[src/rtl/intr_cull_ctrl.sv]
module intr_cull_ctrl #(
  parameter int CMP_N    = 6,
  parameter int CULL_CMP = 3,
  parameter int CULL_W   = 4,
  parameter int PRE_MAX  = 5
) (
  input  logic             clk,
  input  logic             rst_n,
  input  logic             run,
  input  logic             zero_evt,
  input  logic [CMP_N-1:0] cmp_evt,
  input  logic [2:0]       cull_sel,
  input  logic [2:0]       pre_sel,
  input  logic             xfer_zero_en,
  input  logic             xfer_cmp_en,
  input  logic             xfer_all,
  output logic             zero_irq,
  output logic [CMP_N-1:0] cmp_irq,
  output logic             reload,
  output logic             cnt_tick
);
  localparam int DIV_W = PRE_MAX;

  function automatic logic [CULL_W-1:0] cull_lim(input logic [2:0] c);
    int k;
    k = (int'(c) > CULL_W) ? CULL_W : int'(c);
    return CULL_W'((1 << k) - 1);
  endfunction

  logic [1:0] lane_evt, lane_pass;
  assign lane_evt = {cmp_evt[CULL_CMP], zero_evt};

  for (genvar g = 0; g < 2; g++) begin : g_lane
    logic [CULL_W-1:0] cnt, lim;
    assign lane_pass[g] = run && lane_evt[g] && (cnt == lim);
    always_ff @(posedge clk or negedge rst_n)
      if (!rst_n) begin
        cnt <= '0;
        lim <= '0;
      end else if (!run) begin
        cnt <= '0;
        lim <= cull_lim(cull_sel);
      end else if (lane_evt[g]) begin
        if (cnt == lim) begin
          cnt <= '0;
          lim <= cull_lim(cull_sel);
        end else begin
          cnt <= cnt + 1'b1;
        end
      end
  end

  logic [DIV_W-1:0] div_cnt, div_lim;
  logic [2:0]       pre_act;
  logic             pre_ok, tick;

  assign pre_ok  = pre_sel <= 3'(PRE_MAX);
  assign div_lim = DIV_W'((1 << pre_act) - 1);
  assign tick    = run && (div_cnt >= div_lim);

  always_ff @(posedge clk or negedge rst_n)
    if (!rst_n) begin
      div_cnt <= '0;
      pre_act <= '0;
    end else if (!run) begin
      div_cnt <= '0;
      if (pre_ok) pre_act <= pre_sel;
    end else begin
      div_cnt <= tick ? '0 : div_cnt + 1'b1;
      if (zero_evt && pre_ok) pre_act <= pre_sel;
    end

  logic [CMP_N-1:0] cmp_d;
  for (genvar i = 0; i < CMP_N; i++) begin : g_cmp
    if (i == CULL_CMP) begin : g_cull
      assign cmp_d[i] = lane_pass[1];
    end else begin : g_raw
      assign cmp_d[i] = run & cmp_evt[i];
    end
  end

  logic reload_d;
  assign reload_d = run &
    ((xfer_zero_en & (xfer_all ? zero_evt : lane_pass[0])) |
     (xfer_cmp_en  & (xfer_all ? cmp_evt[CULL_CMP] : lane_pass[1])));

  always_ff @(posedge clk or negedge rst_n)
    if (!rst_n) begin
      zero_irq <= 1'b0;
      cmp_irq  <= '0;
      reload   <= 1'b0;
      cnt_tick <= 1'b0;
    end else begin
      zero_irq <= lane_pass[0];
      cmp_irq  <= cmp_d;
      reload   <= reload_d;
      cnt_tick <= tick;
    end
endmodule

[config.mk]
export PLATFORM = sky130hd
export DESIGN_NAME = intr_cull_ctrl
export DESIGN_NICKNAME = d
export VERILOG_FILES = /design/src/rtl/intr_cull_ctrl.sv
export SDC_FILE = /design/constraint.sdc
export NUM_CORES = 1
export LEC_CHECK = 0
export BUFFER_PORTS_ARGS = -buffer_cell sky130_fd_sc_hd__buf_2
export CORE_MARGIN = 1.5
export CORE_UTILIZATION = 40
export DETAILED_ROUTE_END_ITERATION = 10
export HOLD_SLACK_MARGIN = 0.12
export SYNTH_ARGS = -nofsm -noshare
export SYNTH_HDL_FRONTEND = slang
export SYNTH_SLANG_ARGS = --single-unit
[constraint.sdc]
create_clock -name clk -period 3.66 [get_ports clk]
set_clock_uncertainty 0.05 [all_clocks]
set_input_delay 0.732 -clock clk [delete_from_list [all_inputs] [get_ports clk]]
set_output_delay 0.732 -clock clk [all_outputs]
set_load 0.01 [all_outputs]
==> impl_results.md <==
* Status: finished clean
* Gr ovfl total at 0
* CTS Buf Count at 5
* Register bit total from synthesis at 33
* Port Buffers at 27
* Sw Ratio at approximately 24%
* Total power at 882.6 uW
* CTS tree: done
* DIE HEIGHT at 66.45 um
* Diode count at 0
* CTS Root Cell: clkbuf_8
* Drt pass-1 iters at 4
* Later-pin clock latency in the skew report at approximately 0.28 ns
* Clock transition at path regs at roughly 0.070 ns
* Async SR Flop Fraction at between 90% and 100%
* Req. time, crit path at about 3.8 ns
* Syn_area_per_cell at 10.88 um2
* Post-CTS setup buffers at 0
* Internal power at ~670 uW
* Worst Hold Class: input pin to asynchronous set/reset pin
* Highest-count cells in the layout ignoring fill and taps: dfrtp_1 (33), buf_2 (27), nor2_1 (15)
* Final period util at between 40% and 50%
* Clk sink count at 33
* RSZ-0062 raised after global routing: false
* Power density cells at around 460 nW/um2
* Worst Setup Start Kind: flop
* Final HPWL DP at between 2000 and 2500 um
* Maxcap violations at 0
* Layout area overhead at 18.80%
* Initial core utilization at between 40 and 50%
* First-pass GRT wire length at roughly 5000 um
* Vias per inst at between 5 and 6
* Drt initial violations at approximately 50
* R2R Path Start: pre_act[0]$_DFFE_PN0P_
* Vias in the first global route at 1142
* Cells after Synth at about 150
* Critical path fanouts, max at 5
* # rows at 22
* H-tree depth at 2
* Largest buffer count on any clock path at 2
* Rel. slew slack at between 50% and 60%
* DR WL/cell at between 10 and 15 um
* Main flop type after synthesis: dfrtp_1
* Slew @ Worst Pin at approximately 0.71 ns
* Clock share of power at 39.5%
* Worst Setup SP: pre_act[0]$_DFFE_PN0P_
* Commonest non-fill, non-tap cell in the layout: dfrtp_1
* Final Max Tran Viols at 0
* Unique masters post-synth at 33
* Final WL at 2949 um
* Vias at approximately 1.2k
* Power share of the combinational group at a little over an eighth
* Area of the multi-input gates at 749.5 um2
* Minimum clock period at around 1.8 ns
* Register area at 825.8 um2
* IO Count at 28
* Syn Nets at about 180
* Final setup fails at 0
* Register area share after synthesis at about half
* ANT nets after route at 0
* Final Hold Fails at 0
* P_sw at ~210 uW
* RD Place Congestion at 0.7470
* Yosys warnings at 0
* Max VDD drop at around 290 uV
* Nets@finish at roughly 210
* Remaining DRCs at 0
* Antenna violations before repair at 0
* CP Class: flop to flop
* Worst EP arrival at roughly 1.9 ns
* Layout cells sized above 1 at around a quarter
* Overall routing resource usage at between 15 and 20%
* Full die area at ~4400 um2
* Core Region at 3771 um2
* Largest net degree at the start of global routing at 34
* Leakage at approximately 0.9 nW
* Post-CTS Hold Fix Bufs at 0
* Reg power frac at 46.9%
* Setup TNS at 0 ns
* EDFF count, synth at 0
* Worst setup EP type: flop
* Cell Area, Synth at 1610 um2
* # fillers at 340
* Die Span X at around 66 um
* Achievable Freq at roughly 550 MHz
* Resize count post-CTS at 0
[per-stage QoR]
stage / hold slack (ns) / cell area, um2 / std cells / utilization (%) / setup slack [ns]
after global routing: 0.4928 / 1913 / 229 / 50.73 / 1.683
after floorplan: 0.3864 / 1610 / 148 / - / 1.950
after detailed placement: 0.4469 / 1797 / 221 / 47.64 / 1.794
after global placement: 0.4313 / 1797 / 221 / 47.64 / 1.844
after CTS: 0.4562 / 1913 / 229 / 50.73 / 1.807
final: 0.4474 / 1913 / 229 / 50.73 / 1.832
[area by class of cell]
cell class	instances	area share, %
multi-input cells	106	39.18
flip-flops and latches	33	43.17
inverters	7	1.373
clock buffers	7	4.513
well taps	48	3.139
clock inverters	1	1.570
repair buffers	27	7.063
[cell usage after synthesis (all sizes together), types with 2 or more instances]
cell / instances / area, um2
a21o: 3 / 22.52
a21oi: 9 / 45.04
and2: 5 / 31.28
dfrtp: 33 / 825.8
ha: 8 / 100.1
inv: 7 / 26.28
mux2: 9 / 101.4
nand2: 6 / 22.52
nand3: 11 / 55.05
nand3b: 2 / 15.01
nand4: 2 / 25.02
nor2: 15 / 56.30
nor2b: 3 / 18.77
nor3: 2 / 10.01
o21ai: 7 / 57.55
or3: 2 / 12.51
xnor2: 9 / 78.83
xor2: 2 / 17.52
[state kept, by name, indices dropped and copies added (netlist names)]
register,count
g_lane.lim,8
cnt_tick,1
reload,1
zero_irq,1
pre_act,3
cmp_irq,6
div_cnt,5
g_lane.cnt,8
[critical path: stages, from the launching register on]
cell	delay, ns
dfrtp_1	0.40
or3_1	0.38
ha_1	0.27
nand2b_1	0.09
a21oi_1	0.07
o211ai_1	0.35
nor2_1	0.10
[final timing paths]
kind,end,slack (ns),cells past startpoint
max reg2reg,div_cnt[4]$_DFF_PN0_,1.83,6
max,div_cnt[4]$_DFF_PN0_,1.83,6
min reg2reg,div_cnt[0]$_DFF_PN0_,0.45,1
min in group clk,div_cnt[0]$_DFF_PN0_,0.45,1
max in group asynchronous,g_lane[0].cnt[2]$_DFFE_PN0P_,2.66,1
min,g_lane[0].lim[3]$_DFFE_PN0P_,0.45,1
[power groups by stage]
| stage | sequential (mW) | clock [mW] | combinational [mW] |
|---|---|---|---|
| floorplan | 0.418 | 0 | 0.0816 |
| global placement | 0.419 | 0 | 0.118 |
| CTS | 0.414 | 0.361 | 0.123 |
| finish | 0.414 | 0.349 | 0.120 |
| detailed placement | 0.421 | 0 | 0.123 |
| global route | 0.417 | 0.379 | 0.140 |
[routing by layer]
metal	GRT usage, %	share of wire, %
met3	3.041	3.1
met1	17.74	42
met4	8.418	2.2
met2	26.50	52
met5	0	0
[cell families after synthesis]
group / Yosys count / share of synthesized area (%)
AND/OR/NAND/NOR: 52 / 17.02
buffers and inverters: 9 / 2.175
flip-flops: 33 / 51.28
adder cells (fa/ha/maj): 8 / 6.216
AO/OA/AOI/OAI: 26 / 11.03
multiplexers: 9 / 6.294
XOR/XNOR: 11 / 5.983
(Power assumes the default switching activity.)
